`config.mk`:
```
export PLATFORM = sky130hd
export DESIGN_NAME = mmio_poll_port
export DESIGN_NICKNAME = d
export VERILOG_FILES = /design/src/rtl/mmio_pkg.sv /design/src/rtl/mmio_addr_decode.sv /design/src/rtl/mmio_channel.sv /design/src/rtl/mmio_poll_port.sv
export SDC_FILE = /design/constraint.sdc
export NUM_CORES = 1
export LEC_CHECK = 0
export CAP_MARGIN = 10
export CORE_ASPECT_RATIO = 0.7
export CORE_MARGIN = 2
export CORE_UTILIZATION = 50
export CTS_CLUSTER_DIAMETER = 50
export DETAILED_ROUTE_END_ITERATION = 10
export DONT_BUFFER_PORTS = 1
export PLACE_DENSITY = 0.68
export SETUP_SLACK_MARGIN = 0.3
export SYNTH_ARGS = -nofsm -noshare
export SYNTH_HDL_FRONTEND = slang
export SYNTH_SLANG_ARGS = --single-unit
```
`constraint.sdc`:
```
create_clock -name clk -period 4.9 [get_ports clk]
set_input_delay 0.98 -clock clk [delete_from_list [all_inputs] [get_ports clk]]
set_output_delay 0.98 -clock clk [all_outputs]
set_load 0.01 [all_outputs]
```
`src/rtl/mmio_pkg.sv`:
```
package mmio_pkg;
    typedef enum logic [1:0] {
        SEL_RX_CTRL = 2'd0,
        SEL_RX_DATA = 2'd1,
        SEL_TX_CTRL = 2'd2,
        SEL_TX_DATA = 2'd3
    } reg_sel_e;

    localparam int RDY_POS = 0;
    localparam int IEN_POS = 1;
    localparam int SEL_LO  = 2;
    localparam int SEL_HI  = 3;
endpackage

```
`src/rtl/mmio_addr_decode.sv`:
```
module mmio_addr_decode
    import mmio_pkg::*;
#(
    parameter int ADDR_W      = 32,
    parameter int REGION_BITS = 16,
    parameter logic [ADDR_W-1:0] BASE_ADDR = 32'hFFFF_0000
) (
    input  logic [ADDR_W-1:0] addr,
    output logic              hit,
    output reg_sel_e          sel
);
    localparam int OFS_TOP = SEL_HI + 1;

    logic window_hit;
    logic offset_hit;
    logic unused_low_bits;

    always_comb begin
        window_hit = (addr[ADDR_W-1:REGION_BITS] == BASE_ADDR[ADDR_W-1:REGION_BITS]);
        offset_hit = (addr[REGION_BITS-1:OFS_TOP] == '0);
        hit        = window_hit && offset_hit;
        sel        = reg_sel_e'(addr[SEL_HI:SEL_LO]);
    end

    assign unused_low_bits = ^addr[SEL_LO-1:0];
endmodule

```
`src/rtl/mmio_channel.sv`:
```
module mmio_channel
    import mmio_pkg::*;
#(
    parameter int BYTE_W = 8,
    parameter bit IS_TX  = 1'b0
) (
    input  logic              clk,
    input  logic              rst,
    input  logic              ctrl_wr,
    input  logic              ien_in,
    input  logic              data_acc,
    input  logic [BYTE_W-1:0] bus_byte,
    input  logic              dev_set,
    input  logic [BYTE_W-1:0] dev_byte,
    output logic              ready,
    output logic              ien,
    output logic [BYTE_W-1:0] data,
    output logic              taken
);
    typedef struct packed {
        logic              ready;
        logic              ien;
        logic [BYTE_W-1:0] data;
        logic              taken;
    } chan_t;

    chan_t st_d, st_q;
    logic  accept;
    logic  load_byte;
    logic [BYTE_W-1:0] new_byte;

    always_comb begin
        accept    = data_acc && st_q.ready;
        load_byte = IS_TX ? accept : dev_set;
        new_byte  = IS_TX ? bus_byte : dev_byte;

        st_d       = st_q;
        st_d.taken = accept;
        if (ctrl_wr) begin
            st_d.ien = ien_in;
        end
        if (accept) begin
            st_d.ready = 1'b0;
        end
        if (load_byte) begin
            st_d.data = new_byte;
        end
        if (dev_set) begin
            st_d.ready = 1'b1;
        end
    end

    always_ff @(posedge clk) begin
        if (rst) begin
            st_q.ready <= IS_TX;
            st_q.ien   <= 1'b0;
            st_q.data  <= '0;
            st_q.taken <= 1'b0;
        end else begin
            st_q <= st_d;
        end
    end

    assign ready = st_q.ready;
    assign ien   = st_q.ien;
    assign data  = st_q.data;
    assign taken = st_q.taken;

    assert_set_wins_R8: assert property (@(posedge clk) disable iff (rst)
        dev_set |=> ready);

    assert_accept_clears_R4: assert property (@(posedge clk) disable iff (rst)
        (data_acc && ready && !dev_set) |=> (!ready && taken));

    assert_idle_access_R7: assert property (@(posedge clk) disable iff (rst)
        (data_acc && !ready && !dev_set) |=> (!ready && !taken && $stable(data)));

    assert_reset_state_R11: assert property (@(posedge clk) disable iff (rst)
        $past(rst) |-> (ready == IS_TX && !ien && data == '0));
endmodule

```
`src/rtl/mmio_poll_port.sv`:
```
module mmio_poll_port
    import mmio_pkg::*;
#(
    parameter int ADDR_W      = 32,
    parameter int DATA_W      = 32,
    parameter int BYTE_W      = 8,
    parameter int REGION_BITS = 16,
    parameter logic [ADDR_W-1:0] BASE_ADDR = 32'hFFFF_0000
) (
    input  logic              clk,
    input  logic              rst,
    input  logic              bus_valid,
    input  logic              bus_write,
    input  logic [ADDR_W-1:0] bus_addr,
    input  logic [DATA_W-1:0] bus_wdata,
    output logic [DATA_W-1:0] bus_rdata,
    input  logic              rx_dev_valid,
    input  logic [BYTE_W-1:0] rx_dev_byte,
    output logic [BYTE_W-1:0] tx_dev_byte,
    output logic              tx_dev_strobe,
    input  logic              tx_dev_done,
    output logic              irq
);
    localparam int PAD_W = DATA_W - BYTE_W;

    typedef struct packed {
        logic [DATA_W-1:0] rdata;
    } top_t;

    top_t     tp_d, tp_q;
    logic     hit;
    reg_sel_e sel;
    logic     is_load, is_store;
    logic     rx_ctrl_wr, rx_acc, tx_ctrl_wr, tx_acc;
    logic     rx_ready, rx_ien, rx_taken;
    logic     tx_ready, tx_ien;
    logic [BYTE_W-1:0] rx_data;
    logic [DATA_W-1:0] rd_val;
    logic     unused_wdata;

    mmio_addr_decode #(
        .ADDR_W      (ADDR_W),
        .REGION_BITS (REGION_BITS),
        .BASE_ADDR   (BASE_ADDR)
    ) u_dec (
        .addr (bus_addr),
        .hit  (hit),
        .sel  (sel)
    );

    always_comb begin
        is_load    = bus_valid && !bus_write && hit;
        is_store   = bus_valid &&  bus_write && hit;
        rx_ctrl_wr = is_store && (sel == SEL_RX_CTRL);
        tx_ctrl_wr = is_store && (sel == SEL_TX_CTRL);
        rx_acc     = is_load  && (sel == SEL_RX_DATA);
        tx_acc     = is_store && (sel == SEL_TX_DATA);
    end

    mmio_channel #(.BYTE_W(BYTE_W), .IS_TX(1'b0)) u_rx (
        .clk      (clk),
        .rst      (rst),
        .ctrl_wr  (rx_ctrl_wr),
        .ien_in   (bus_wdata[IEN_POS]),
        .data_acc (rx_acc),
        .bus_byte (bus_wdata[BYTE_W-1:0]),
        .dev_set  (rx_dev_valid),
        .dev_byte (rx_dev_byte),
        .ready    (rx_ready),
        .ien      (rx_ien),
        .data     (rx_data),
        .taken    (rx_taken)
    );

    mmio_channel #(.BYTE_W(BYTE_W), .IS_TX(1'b1)) u_tx (
        .clk      (clk),
        .rst      (rst),
        .ctrl_wr  (tx_ctrl_wr),
        .ien_in   (bus_wdata[IEN_POS]),
        .data_acc (tx_acc),
        .bus_byte (bus_wdata[BYTE_W-1:0]),
        .dev_set  (tx_dev_done),
        .dev_byte (rx_dev_byte),
        .ready    (tx_ready),
        .ien      (tx_ien),
        .data     (tx_dev_byte),
        .taken    (tx_dev_strobe)
    );

    always_comb begin
        rd_val = '0;
        unique case (sel)
            SEL_RX_CTRL: begin
                rd_val[RDY_POS] = rx_ready;
                rd_val[IEN_POS] = rx_ien;
            end
            SEL_RX_DATA: rd_val = {{PAD_W{1'b0}}, rx_data};
            SEL_TX_CTRL: begin
                rd_val[RDY_POS] = tx_ready;
                rd_val[IEN_POS] = tx_ien;
            end
            SEL_TX_DATA: rd_val = {{PAD_W{1'b0}}, tx_dev_byte};
            default:     rd_val = '0;
        endcase

        tp_d = tp_q;
        if (bus_valid && !bus_write) begin
            tp_d.rdata = hit ? rd_val : '0;
        end
    end

    always_ff @(posedge clk) begin
        if (rst) begin
            tp_q.rdata <= '0;
        end else begin
            tp_q <= tp_d;
        end
    end

    assign bus_rdata    = tp_q.rdata;
    assign irq          = (rx_ready && rx_ien) || (tx_ready && tx_ien);
    assign unused_wdata = ^{bus_wdata[DATA_W-1:BYTE_W], bus_wdata[RDY_POS]};

    assert_ctrl_load_quiet_R9: assert property (@(posedge clk) disable iff (rst)
        (is_load && (sel == SEL_RX_CTRL || sel == SEL_TX_CTRL) && !rx_dev_valid && !tx_dev_done)
        |=> ($stable(rx_ready) && $stable(tx_ready) && !tx_dev_strobe));

    assert_outside_quiet_R1: assert property (@(posedge clk) disable iff (rst)
        (bus_valid && !hit && !rx_dev_valid && !tx_dev_done)
        |=> ($stable(rx_ready) && $stable(tx_ready) && $stable(rx_ien) && $stable(tx_ien)
             && !tx_dev_strobe && (!$past(bus_write) -> bus_rdata == '0)));

    assert_rx_taken_R4: assert property (@(posedge clk) disable iff (rst)
        rx_taken |-> (!rx_ready || $past(rx_dev_valid)));
endmodule

```
==> results of run 1 <==
==> final cells by class <==
type,count,area [sq um],area share
inverters,1,3.75,0.00241
multi-input cells,134,847,0.543
well taps,38,47.5,0.0305
flip-flops and latches,29,581,0.372
clock buffers,8,80.1,0.0514
==> worst max-delay path by stage <==
stage                      start           end  cells after the start
floorplan           bus_addr[14]  u_tx.data[0]                      5
global placement    bus_addr[14]      u_tx.ien                      4
detailed placement  bus_addr[14]      u_tx.ien                      4
CTS                 bus_addr[14]      u_tx.ien                      4
global route        bus_addr[14]  bus_rdata[4]                      4
finish              bus_addr[14]  bus_rdata[7]                      4
==> cells by family (layout without fill, tap and decap cells) <==
logic type,Yosys count,after routing,share of synthesized area
AND/OR/NAND/NOR,78,78,0.309
AO/OA/AOI/OAI,20,20,0.0783
buffers and inverters,37,9,0.152
flip-flops,29,29,0.367
multiplexers,12,12,0.0918
other,1,24,0.00237
==> sequential cells by signal, indices dropped and copies added (netlist names) <==
name / cells
bus_rdata: 8
u_rx.data: 8
u_tx.data: 8
u_rx.ien: 1
u_rx.ready: 1
u_tx.ien: 1
u_tx.ready: 1
u_tx.taken: 1
==> placed cells by master (no fill, tap or decap) <==
cell type / netlist / final
sky130_fd_sc_hd__nand4bb_1: 1 / 1
sky130_fd_sc_hd__nor3b_1: 1 / 1
sky130_fd_sc_hd__inv_1: 1 / 1
sky130_fd_sc_hd__nor2b_1: 1 / 1
sky130_fd_sc_hd__nand4_1: 24 / 24
sky130_fd_sc_hd__nor4_2: 1 / 1
sky130_fd_sc_hd__nand4b_4: 2 / 2
sky130_fd_sc_hd__nor4_1: 4 / 4
sky130_fd_sc_hd__nor4bb_1: 1 / 1
sky130_fd_sc_hd__nand2_1: 10 / 10
sky130_fd_sc_hd__or3_1: 1 / 1
sky130_fd_sc_hd__nor4_4: 1 / 1
sky130_fd_sc_hd__or4_4: 1 / 1
sky130_fd_sc_hd__and3_1: 1 / 1
sky130_fd_sc_hd__a21oi_1: 10 / 10
sky130_fd_sc_hd__nand2b_1: 4 / 4
sky130_fd_sc_hd__mux4_2: 2 / 2
sky130_fd_sc_hd__nor3_1: 4 / 4
sky130_fd_sc_hd__dfxtp_1: 29 / 29
sky130_fd_sc_hd__mux2i_1: 10 / 10
sky130_fd_sc_hd__o21ai_0: 1 / 1
sky130_fd_sc_hd__nand3_1: 9 / 9
sky130_fd_sc_hd__a22o_1: 1 / 1
sky130_fd_sc_hd__nor2_1: 12 / 12
sky130_fd_sc_hd__conb_1: 1 / 24
sky130_fd_sc_hd__clkbuf_1: 7 / 3
sky130_fd_sc_hd__clkbuf_8: 0 / 5
sky130_fd_sc_hd__o31ai_1: 8 / 8
==> worst max-delay path: stages <==
cell	delay, ns
sky130_fd_sc_hd__nand4b_4	0.17
sky130_fd_sc_hd__nor4_4	0.99
sky130_fd_sc_hd__nand4_1	0.29
sky130_fd_sc_hd__nand3_1	0.16
==> where the power goes <==
group | switching (W) | internal, W | total [W]
Clock | 0.0000844 | 0.000100 | 0.000185
Sequential | 0.00000283 | 0.000240 | 0.000243
Combinational | 0.0000170 | 0.0000107 | 0.0000277
==> routing by layer <==
| metal | wire [um] | vias up | GRT usage |
|---|---|---|---|
| met2 | 1770 | 65 | 0.293 |
| met3 | 404 | 9 | 0.110 |
| met1 | 1520 | 617 | 0.265 |
| met4 | 53 | 0 | 0.0723 |
| met5 | 0 | - | 0 |
| li1 | - | 598 | - |
==> per-stage QoR <==
step,instances,power (W),hold WS (ns)
4_1_cts,210,0.000457,0.500
2_1_floorplan,200,0.000290,0.455
3_3_place_gp,202,0.000275,0.475
6_report,210,0.000456,0.497
5_1_grt,210,0.000471,0.517
3_5_place_dp,202,0.000275,0.486
==> metrics list, run 1 <==
* Routability cong.: 0.813
* Number of H-tree levels: 2
- In the routed layout, each cell is associated on average with a via count of 6.14.
- In this run, the number of DRC markers left after iteration 0 of detailed routing was 96.
* Half-perimeter wire length of the detailed placement result: 2760 um
* Depth of the most critical reg-to-reg path: 4
- Wire per inst: 17.8 um
- Of the cells placed in the final design, the portion with a size suffix greater than 1 is 0.0698.
- Worst vdd rail ir drop: 0.000156 V
- Pin count of the biggest net entering global routing: 28
- Yosys printed 0 warnings.
* Async set-or-reset flop fraction in the synthesized netlist: 0
- At the end of the flow the core is filled with cells to 0.505.
- Wire length of the first global-routing pass: 5620 um
* Max Buffers Root-to-Sink: 2
- The number of slew-limit violations in the final report was 0.
- Sort of element at the end of the critical path: flip-flop
- The worst setup path is launched from an input pin.
- At the placement stage, the worst setup path has a slack of 2.26 ns.
* Number of buffers inserted by port buffering: 0
- Number of buffers inserted by post-CTS setup repair: 0
- Max-capacitance violation count: 0
- Ranked by total cell area, the synthesized netlist is headed by sky130_fd_sc_hd__dfxtp_1 (37%), sky130_fd_sc_hd__buf_4 (11%), sky130_fd_sc_hd__nand4_1 (9.5%).
- Critical Path RT: 5.12 ns
- Leakage power of the design: 0.611 nW
* Hold path startpoint: u_rx.ien
* TritonRoute pass-1 iters: 4
- Summing all placed instances gives a cell area of 0.00148 sq mm.
- Clock tree synthesis found a total of 29 sinks.
* Syn Inst Count: 177
- Rows: 17
- Worst r2r src: u_tx.ready
- Critical path class: in -> reg
- Number of clock buffers inserted by TritonCTS: 5
* Remaining number of nets flagged by the antenna check after routing: 0
- Final Hold Vio Count: 0
* Final net count: 249
- Static timing analysis puts the maximum clock frequency at 0.420 GHz.
- The floorplan step defined a core boundary enclosing 0.00308 sq mm.
- Min Tclk post-route: 2.38 ns
* Reg-to-reg setup timing slack: 3.19 ns
- Synth Area per Inst: 8.94 sq um
- Die span in x: 71.2 um
* Post-detailed-routing wire length: 3750 um
- The initial antenna violation count came to 0.
* Area delta synth->final: -1.42%
- After synthesis, the netlist uses 31 different library cells.
- Final routed DRC violation total: 0
- Hold path depth: 2
- Result of the run: finished, final reports clean
- RSZ-0062 raised after global routing: no
* Die area: 0.00364 sq mm
* Worst R2R End: u_tx.data[1]
- The number of hold buffers added after CTS was 0.
- Summed over all layers, the global routing overflow is 0.
* Share of the yosys chip area belonging to registers: 0.367
- Of the available clock period, the critical path in the final layout requires 0.485.
- Among all flip-flop cells after synthesis, the most frequent one is sky130_fd_sc_hd__dfxtp_1.
* Final TNS setup: 0 ns
- In this run the tightest slew margin relative to its limit is 0.246.
* Post-synthesis cell type with the largest combined area: sky130_fd_sc_hd__dfxtp_1
* Min-Delay Path Class: reg -> reg
- Data on the critical path arrives at its endpoint at 2.60 ns.
- CP Max Fanout: 24
- For this block, the via count after detailed routing is 1289.
* Global routing usage summed across all routing layers: 0.206
- Synthesized cell area: 0.00158 sq mm
- Diode count: 0
- Most numerous cell in the Yosys netlist: sky130_fd_sc_hd__dfxtp_1
* Clock transition at the registers of the reported paths: 0.06 ns
- Slew of the pin with the lowest slew margin: 1.12 ns
- Die outline height: 51.1 um
* Top cell type's share of synthesized area: 0.367
- FILL cells: 288
* Via count of the first global-routing pass: 1118
- Dividing total power by cell area gives a power density of 292 mW/mm^2.
* EDFF count, synth: 0
- For this design the top-level I/O count stands at 120.
- Synthesis inferred 29 register bits.
- Summing all non-filler instances in the final layout gives an area of 0.00156 sq mm.
* Post-route setup slack: 2.52 ns
- Skew-Pair Late Insertion Delay: 0.28 ns
- TritonCTS built the clock tree.
* WHS Endpoint: u_rx.ien
* Effective utilization at floorplan: 0.513
* Most frequent cells after synthesis: sky130_fd_sc_hd__dfxtp_1 (29), sky130_fd_sc_hd__buf_4 (24), sky130_fd_sc_hd__nand4_1 (24)
- The number of gates resized after CTS was 0.
- Final Skew: 0.00401 ns
* Clock Root Buffer: sky130_fd_sc_hd__clkbuf_8
* Final count of negative-setup-slack endpoints: 0
Power figures use the tool's default switching activity.
==> inputs of run 2 (changes only) <==
--- a/config.mk
+++ b/config.mk
@@ -12,7 +12,7 @@
 export CTS_CLUSTER_DIAMETER = 50
 export DETAILED_ROUTE_END_ITERATION = 10
 export DONT_BUFFER_PORTS = 1
-export PLACE_DENSITY = 0.68
+export PLACE_DENSITY = 0.71
 export SETUP_SLACK_MARGIN = 0.3
 export SYNTH_ARGS = -nofsm -noshare
 export SYNTH_HDL_FRONTEND = slang
==> constraint.sdc (replaced) <==
create_clock -name clk -period 1.9 [get_ports clk]
set_input_delay 0.38 -clock clk [delete_from_list [all_inputs] [get_ports clk]]
set_output_delay 0.38 -clock clk [all_outputs]
set_load 0.01 [all_outputs]
==> run 2 against run 1 <==
  * Clock skew increased by 0.00096 ns
  * Combinational power rose to 2.7 times the previous value
  * Power rose to 2.8 times the previous value
  * Routed wire length barely moved
  * Hold slack got worse by 0.34 ns
  * Worst setup slack got worse by 2.1 ns
  * Final cell count increased by 2.4%
  * First-iteration DRC count increased by 45%
  * Utilization up 2.2 points
  * Sequential cell count stayed put
  * Sequential share of layout area fell by 1.6 points
  * Critical endpoint is now u_tx.data[4]
  * Largest power group unchanged
==> metrics list, run 2 (synthesized netlist as in run 1, its figures left out) <==
- Hold path depth: 1
- The share of total power dissipated in sequential elements is 0.495.
- The worst-case IR drop observed on VDD is 0.000472 V.
- Final Hold Vio Count: 0
* Effective utilization at floorplan: 0.513
- The first global-routing pass estimated 5710 um of wire.
- Of the cells placed in the final design, the portion with a size suffix greater than 1 is 0.124.
- The floorplan step set the die height to 51.1 um.
- Min-Delay Path Class: in -> reg
- Between clock sinks in the finished design, the worst skew comes to 0.00496 ns.
* Core area: 0.00308 sq mm
- Dividing the final minimum period by the clock period gives 0.756.
- # placed instances: 207
- 120 I/O pins were placed.
- During placement, the flow inserted port buffers numbering 0.
* Number of H-tree levels: 2
- Clock Root Buffer: sky130_fd_sc_hd__clkbuf_8
- In this run the horizontal extent of the chip is 71.2 um.
- Post-CTS timing repair inserted 0 buffers for setup.
- In this run the deepest clock path goes through 2 buffers.
- Internal power comes to 0.000976 W.
- Number of vias per cell: 6.07
* CP Max Fanout: 11
- Clock Sink Count: 29
- TritonCTS created 5 clock buffers.
* Total non-filler cell area in the finished layout: 0.00163 sq mm
* Startpoint kind of the worst setup timing path: input pin
- Diode count: 0
- Detailed placement finished with a half-perimeter wire length of 2740 um.
* Post-detailed-routing wire length: 3750 um
- Leakage power of the design: 0.654 nW
- Global routing usage summed across all routing layers: 0.210
- Skew-Pair Late Insertion Delay: 0.29 ns
* Commonest non-fill, non-tap cell in the layout: sky130_fd_sc_hd__dfxtp_1
- STA puts the critical path data required time at 2.06 ns.
- In this run the remaining antenna-violating nets after routing total 0.
- The run finished with clean final reports.
* Sort of element at the end of the critical path: flip-flop
- TritonRoute pass-1 iters: 4
* Violation count after the first detailed-routing iteration: 139
- The floorplan has 17 rows.
* Placed instance area: 0.00152 sq mm
- Final count of negative-setup-slack endpoints: 0
- Depth of the most critical reg-to-reg path: 4
* Clock power frac: 0.446
- The final route contains 1306 vias.
- Non-filler instance count after layout: 215
* Routability cong.: 0.827
- Final routed DRC violation total: 0
- Switching pwr: 0.000289 W
* Highest achievable clock rate: 0.696 GHz
- After clock tree synthesis, the flow added hold-fix buffers numbering 0.
- The via count of the first global-routing pass is 1120.
- The floorplan step defined a die boundary enclosing 0.00364 sq mm.
- For this design the ratio of total power to cell area is 777 mW/mm^2.
- CP arrival: 1.60 ns
- For this run the aggregate overflow at the end of global routing stands at 0.
- Pin count of the biggest net entering global routing: 28
- Wire per inst: 17.4 um
- Setup repair after global routing left no endpoint under its margin.
- Slew Limit Fails: 0
- TritonCTS built the clock tree.
- Fraction of power consumed by combinational cells: 0.058
- Area delta synth->final: 2.93%
- Final net count: 254
* Number of antenna violations at the first check in global routing: 0
* Final TNS setup: 0 ns
* Min Tclk post-route: 1.44 ns
- Max-capacitance violation count: 0
- After clock tree synthesis, the clock-pin slew on the worst setup and hold paths is 0.06 ns.
- The critical path is of the in -> reg type.
- In the layout the commonest cells are sky130_fd_sc_hd__dfxtp_1 (29), sky130_fd_sc_hd__nand4_1 (24), sky130_fd_sc_hd__conb_1 (24), sky130_fd_sc_hd__nor2_1 (12).
- Net switching fraction of the power: 0.228
-- run 2: changes by cell type in the layout (fill, tap and decap cells not counted) --
cell                       delta
sky130_fd_sc_hd__buf_4        +5
sky130_fd_sc_hd__clkbuf_1     -3
sky130_fd_sc_hd__clkbuf_8     +2
sky130_fd_sc_hd__clkinv_2     +1
sky130_fd_sc_hd__nor3_1       -1
sky130_fd_sc_hd__nor3_2       +1
sky130_fd_sc_hd__or3_1        -1
sky130_fd_sc_hd__or3_4        +1
-- run 2: path summary, 6_finish.rpt --
check,start,endpoint,slack (ns)
setup / recovery,bus_addr[8],u_tx.data[4],0.46
setup reg to reg,u_tx.ready,u_tx.data[4],0.52
hold reg to reg,u_rx.ien,u_rx.ien,0.50
hold / removal,rst,u_tx.data[7],0.16
-- run 2: worst max-delay path, stage by stage --
cell and delay (ns):
sky130_fd_sc_hd__nand4b_4 0.17, sky130_fd_sc_hd__or4_4 0.65, sky130_fd_sc_hd__o31ai_1 0.31, sky130_fd_sc_hd__a21oi_1 0.10
-- run 2: cell type report --
cell class / count / area (sq um)
repair buffers: 5 / 37.5
multi-input cells: 134 / 857
well taps: 38 / 47.5
clock buffers: 7 / 96.3
fillers: 289 / 1460
clock inverters: 1 / 5.00
inverters: 1 / 3.75
flip-flops and latches: 29 / 581
-- run 2: metal layers --
metal | wire length [um] | vias to the layer above | track usage
met5 | 0 | - | 0
met4 | 61 | 0 | 0.0881
met3 | 381 | 7 | 0.0927
met2 | 1790 | 68 | 0.318
met1 | 1520 | 622 | 0.262
li1 | - | 609 | -
-- run 2: per-stage QoR --
step	power (W)	worst slack (ns)	hold slack (ns)	utilization
after floorplan	0.000749	0.243	0.455	-
after global placement	0.000709	0.227	0.453	0.492
after detailed placement	0.000711	0.188	0.454	0.492
after CTS	0.00127	0.411	0.153	0.525
after global routing	0.00130	0.399	0.154	0.528
final	0.00126	0.464	0.158	0.528
-- run 2: what timing repair did --
action,CTS,global route
setup endpoints to repair,0,5
hold endpoints to repair,0,0
gates resized for setup,0,2
-- run 2: power by group through the flow --
stage	clock network [W]	registers, W	logic, W
2_1_floorplan	0	0.000637	0.000112
3_3_place_gp	0	0.000639	0.0000696
3_5_place_dp	0	0.000640	0.0000715
4_1_cts	0.000569	0.000626	0.0000718
5_1_grt	0.000594	0.000628	0.0000812
6_report	0.000564	0.000626	0.0000739
==> inputs of run 3 (changes only) <==
--- a/config.mk
+++ b/config.mk
@@ -12,7 +12,7 @@
 export CTS_CLUSTER_DIAMETER = 50
 export DETAILED_ROUTE_END_ITERATION = 10
 export DONT_BUFFER_PORTS = 1
-export PLACE_DENSITY = 0.71
+export PLACE_DENSITY = 0.68
 export SETUP_SLACK_MARGIN = 0.3
 export SYNTH_ARGS = -nofsm -noshare
 export SYNTH_HDL_FRONTEND = slang
==> constraint.sdc (replaced) <==
create_clock -name clk -period 1.5 [get_ports clk]
set_input_delay 0.3 -clock clk [delete_from_list [all_inputs] [get_ports clk]]
set_output_delay 0.3 -clock clk [all_outputs]
set_load 0.01 [all_outputs]
==> run 3 against run 2 <==
  * Final cell count grew 5.1%
  * Global-route usage grew 1.5 points
  * Register-to-register slack got worse by 0.28 ns
  * Power grew 20%
  * Clock-buffer cell count fell by 1
  * Utilization is 8.1 points higher
  * Non-clock buffer count up 9
  * Clock power rose by 9.2%
  * Critical path type unchanged
  * Largest cell class unchanged
==> metrics list, run 3 (synthesized netlist as in run 1, its figures left out) <==
* Ports placed on the boundary: 120
- Clock transition at the registers of the reported paths: 0.06 ns
* Number of buffers inserted by port buffering: 0
- Top library cells by usage in the layout, fill and taps aside: sky130_fd_sc_hd__dfxtp_1 (28), sky130_fd_sc_hd__nand4_1 (24), sky130_fd_sc_hd__conb_1 (24), sky130_fd_sc_hd__nor2_1 (12)
- Summing internal, switching and leakage power gives 0.00152 W.
- CP arrival: 1.45 ns
* Die area: 0.00364 sq mm
- The initial antenna violation count was 0.
* Die outline height: 51.1 um
* Final routed DRC violation total: 0
* Min Tclk post-route: 1.28 ns
* Utilization of the core after routing: 0.609
- Clock Root Buffer: sky130_fd_sc_hd__clkbuf_8
* Clock power frac: 0.407
- Core area: 0.00308 sq mm
- Number of H-tree levels: 2
- Highest achievable clock rate: 0.784 GHz
* Global-route track usage on met2: 0.350
- Met3 GRT Util: 0.0947
* Via count of the first global-routing pass: 1281
- The worst-case IR drop observed on VDD is 0.000613 V.
- The first TritonRoute pass finished after 4 iterations.
* Rows: 17
- In the global route stage, overall resource usage came out at 0.225.
* Worst Setup SP: bus_addr[14]
* Final Hold Vio Count: 0
- Worst slack at placement: -0.158 ns
- For this configuration, the core starts out at a cell density of 0.513.
- For the final database, setup skew stands at 0.00460 ns.
- Cell internal power dissipation: 0.00115 W
- CP Max Fanout: 6
* Final net count: 265
* Non-filler instance count after layout: 226
- Diode count: 0
* Half-perimeter wire length of the detailed placement result: 2830 um
- Counting tap cells, the placed design contains a total of 209 instances.
* Post-detailed-routing wire length: 4190 um
* Hold path startpoint: rst
* Routability cong.: 0.812
- Leakage power of the design: 0.721 nW
- STA classifies the critical path startpoint as an input pin.
- Critical path class: in -> reg
- In the global route stage, met1 resource usage came out at 0.278.
* RSZ-0062 raised after global routing: yes
- Of the cells placed in the final design, the portion with a size suffix greater than 1 is 0.266.
* Remaining number of nets flagged by the antenna check after routing: 0
- P per Cell Area: 807 mW/mm^2
- At the later pin of the worst-skew pair, clock insertion delay measures 0.28 ns.
- Across all setup checks in the final design, the least slack found is 0.224 ns.
* Clock Sink Count: 29
- Die span in x: 71.2 um
- Summed over all nets, the switching power comes to 0.000368 W.
* Fraction of power consumed by combinational cells: 0.069
* Seq pwr share: 0.524
- The clock passes through at most 2 buffers.
- Total congestion overflow: 0
- Worst r2r src: u_tx.ready
- Min-Delay Path Class: in -> reg
- Max-capacitance violation count: 0
- Net switching fraction of the power: 0.243
- From synthesis to final layout, the design area changed by 18.7%.
- In the routed layout, each cell is associated on average with a via count of 6.17.
- The flow ran to the end, and the final reports show no timing, DRC or antenna violations.
- Wire length of the first global-routing pass: 6180 um
- TritonCTS clock tree: yes
* Wire per inst: 18.5 um
- Number of clock buffers inserted by TritonCTS: 5
- Sort of element at the end of the critical path: flip-flop
* Most used routing layer in global routing: met2
- Vias: 1394
* Final count of negative-setup-slack endpoints: 0
- The library cell used most frequently in the layout, excluding fill and tap cells, is sky130_fd_sc_hd__dfxtp_1.
* Final TNS setup: 0 ns
* Slew Limit Fails: 0
* Violation count after the first detailed-routing iteration: 154
- For the worst setup path, the data required time is 1.67 ns.
- Entering global routing, the biggest net connects 28 pins.
* Portion of the clock cycle consumed by the worst path in the final layout: 0.851
run 3: cell count changes in the layout (fill, tap and decap cells not counted), moves of 2 or more:
cell / before / now
sky130_fd_sc_hd__a21oi_2: 0 / 2
sky130_fd_sc_hd__o31ai_1: 8 / 0
sky130_fd_sc_hd__nor4_2: 1 / 3
sky130_fd_sc_hd__buf_12: 0 / 2
sky130_fd_sc_hd__buf_4: 5 / 10
sky130_fd_sc_hd__o31ai_4: 0 / 2
sky130_fd_sc_hd__nand3_1: 9 / 7
sky130_fd_sc_hd__o31ai_2: 0 / 6
sky130_fd_sc_hd__clkbuf_16: 0 / 2
sky130_fd_sc_hd__clkbuf_8: 7 / 5
sky130_fd_sc_hd__a21oi_1: 10 / 8
sky130_fd_sc_hd__nor4_1: 4 / 1
run 3: per-stage QoR:
step / instance area (sq um) / hold slack, ns
2_1_floorplan: 1710 / 0.403
3_3_place_gp: 1580 / 0.372
3_5_place_dp: 1580 / 0.374
4_1_cts: 1770 / 0.0732
5_1_grt: 1880 / 0.0640
6_report: 1880 / 0.0762
run 3: metal layers:
layer / wire length (um) / vias up
met1: 1610 / 663
li1: - / 636
met3: 535 / 9
met5: 0 / -
met4: 66 / 0
met2: 1980 / 86
run 3: final timing paths:
check,endpoint,slack [ns],depth (start not counted)
setup / recovery,u_tx.data[2],0.22,4
hold / removal,bus_rdata[0],0.08,1
setup reg to reg,u_tx.data[0],0.24,4
hold reg to reg,u_rx.data[0],0.49,2
run 3: area by class of cell:
type / count / area [sq um]
sequential: 29 / 582
tap: 38 / 47.5
fill: 241 / 1210
clock inverter: 2 / 10.0
clock buffer: 6 / 72.6
timing repair buffer: 14 / 165
multi-input combinational: 136 / 996
inverter: 1 / 3.75
run 3: worst max-delay path, stage by stage:
cell and delay, ns:
sky130_fd_sc_hd__nand4b_4 0.18, sky130_fd_sc_hd__or4_4 0.63, sky130_fd_sc_hd__o31ai_2 0.24, sky130_fd_sc_hd__a21oi_1 0.09
run 3: timing repair:
action,CTS,global route
resized for setup,18,6
pin swaps,16,5
gates cloned,2,2
setup buffers,2,3
hold buffers,0,0
endpoints found under the setup margin,10,15
run 3: power groups by stage:
| stage | clock network (W) | registers, W | logic, W |
|---|---|---|---|
| 6_report | 0.000616 | 0.000795 | 0.000105 |
| 4_1_cts | 0.000626 | 0.000794 | 0.000102 |
| 2_1_floorplan | 0 | 0.000807 | 0.000143 |
| 5_1_grt | 0.000658 | 0.000795 | 0.000115 |
| 3_5_place_dp | 0 | 0.000811 | 0.0000934 |
| 3_3_place_gp | 0 | 0.000810 | 0.0000908 |
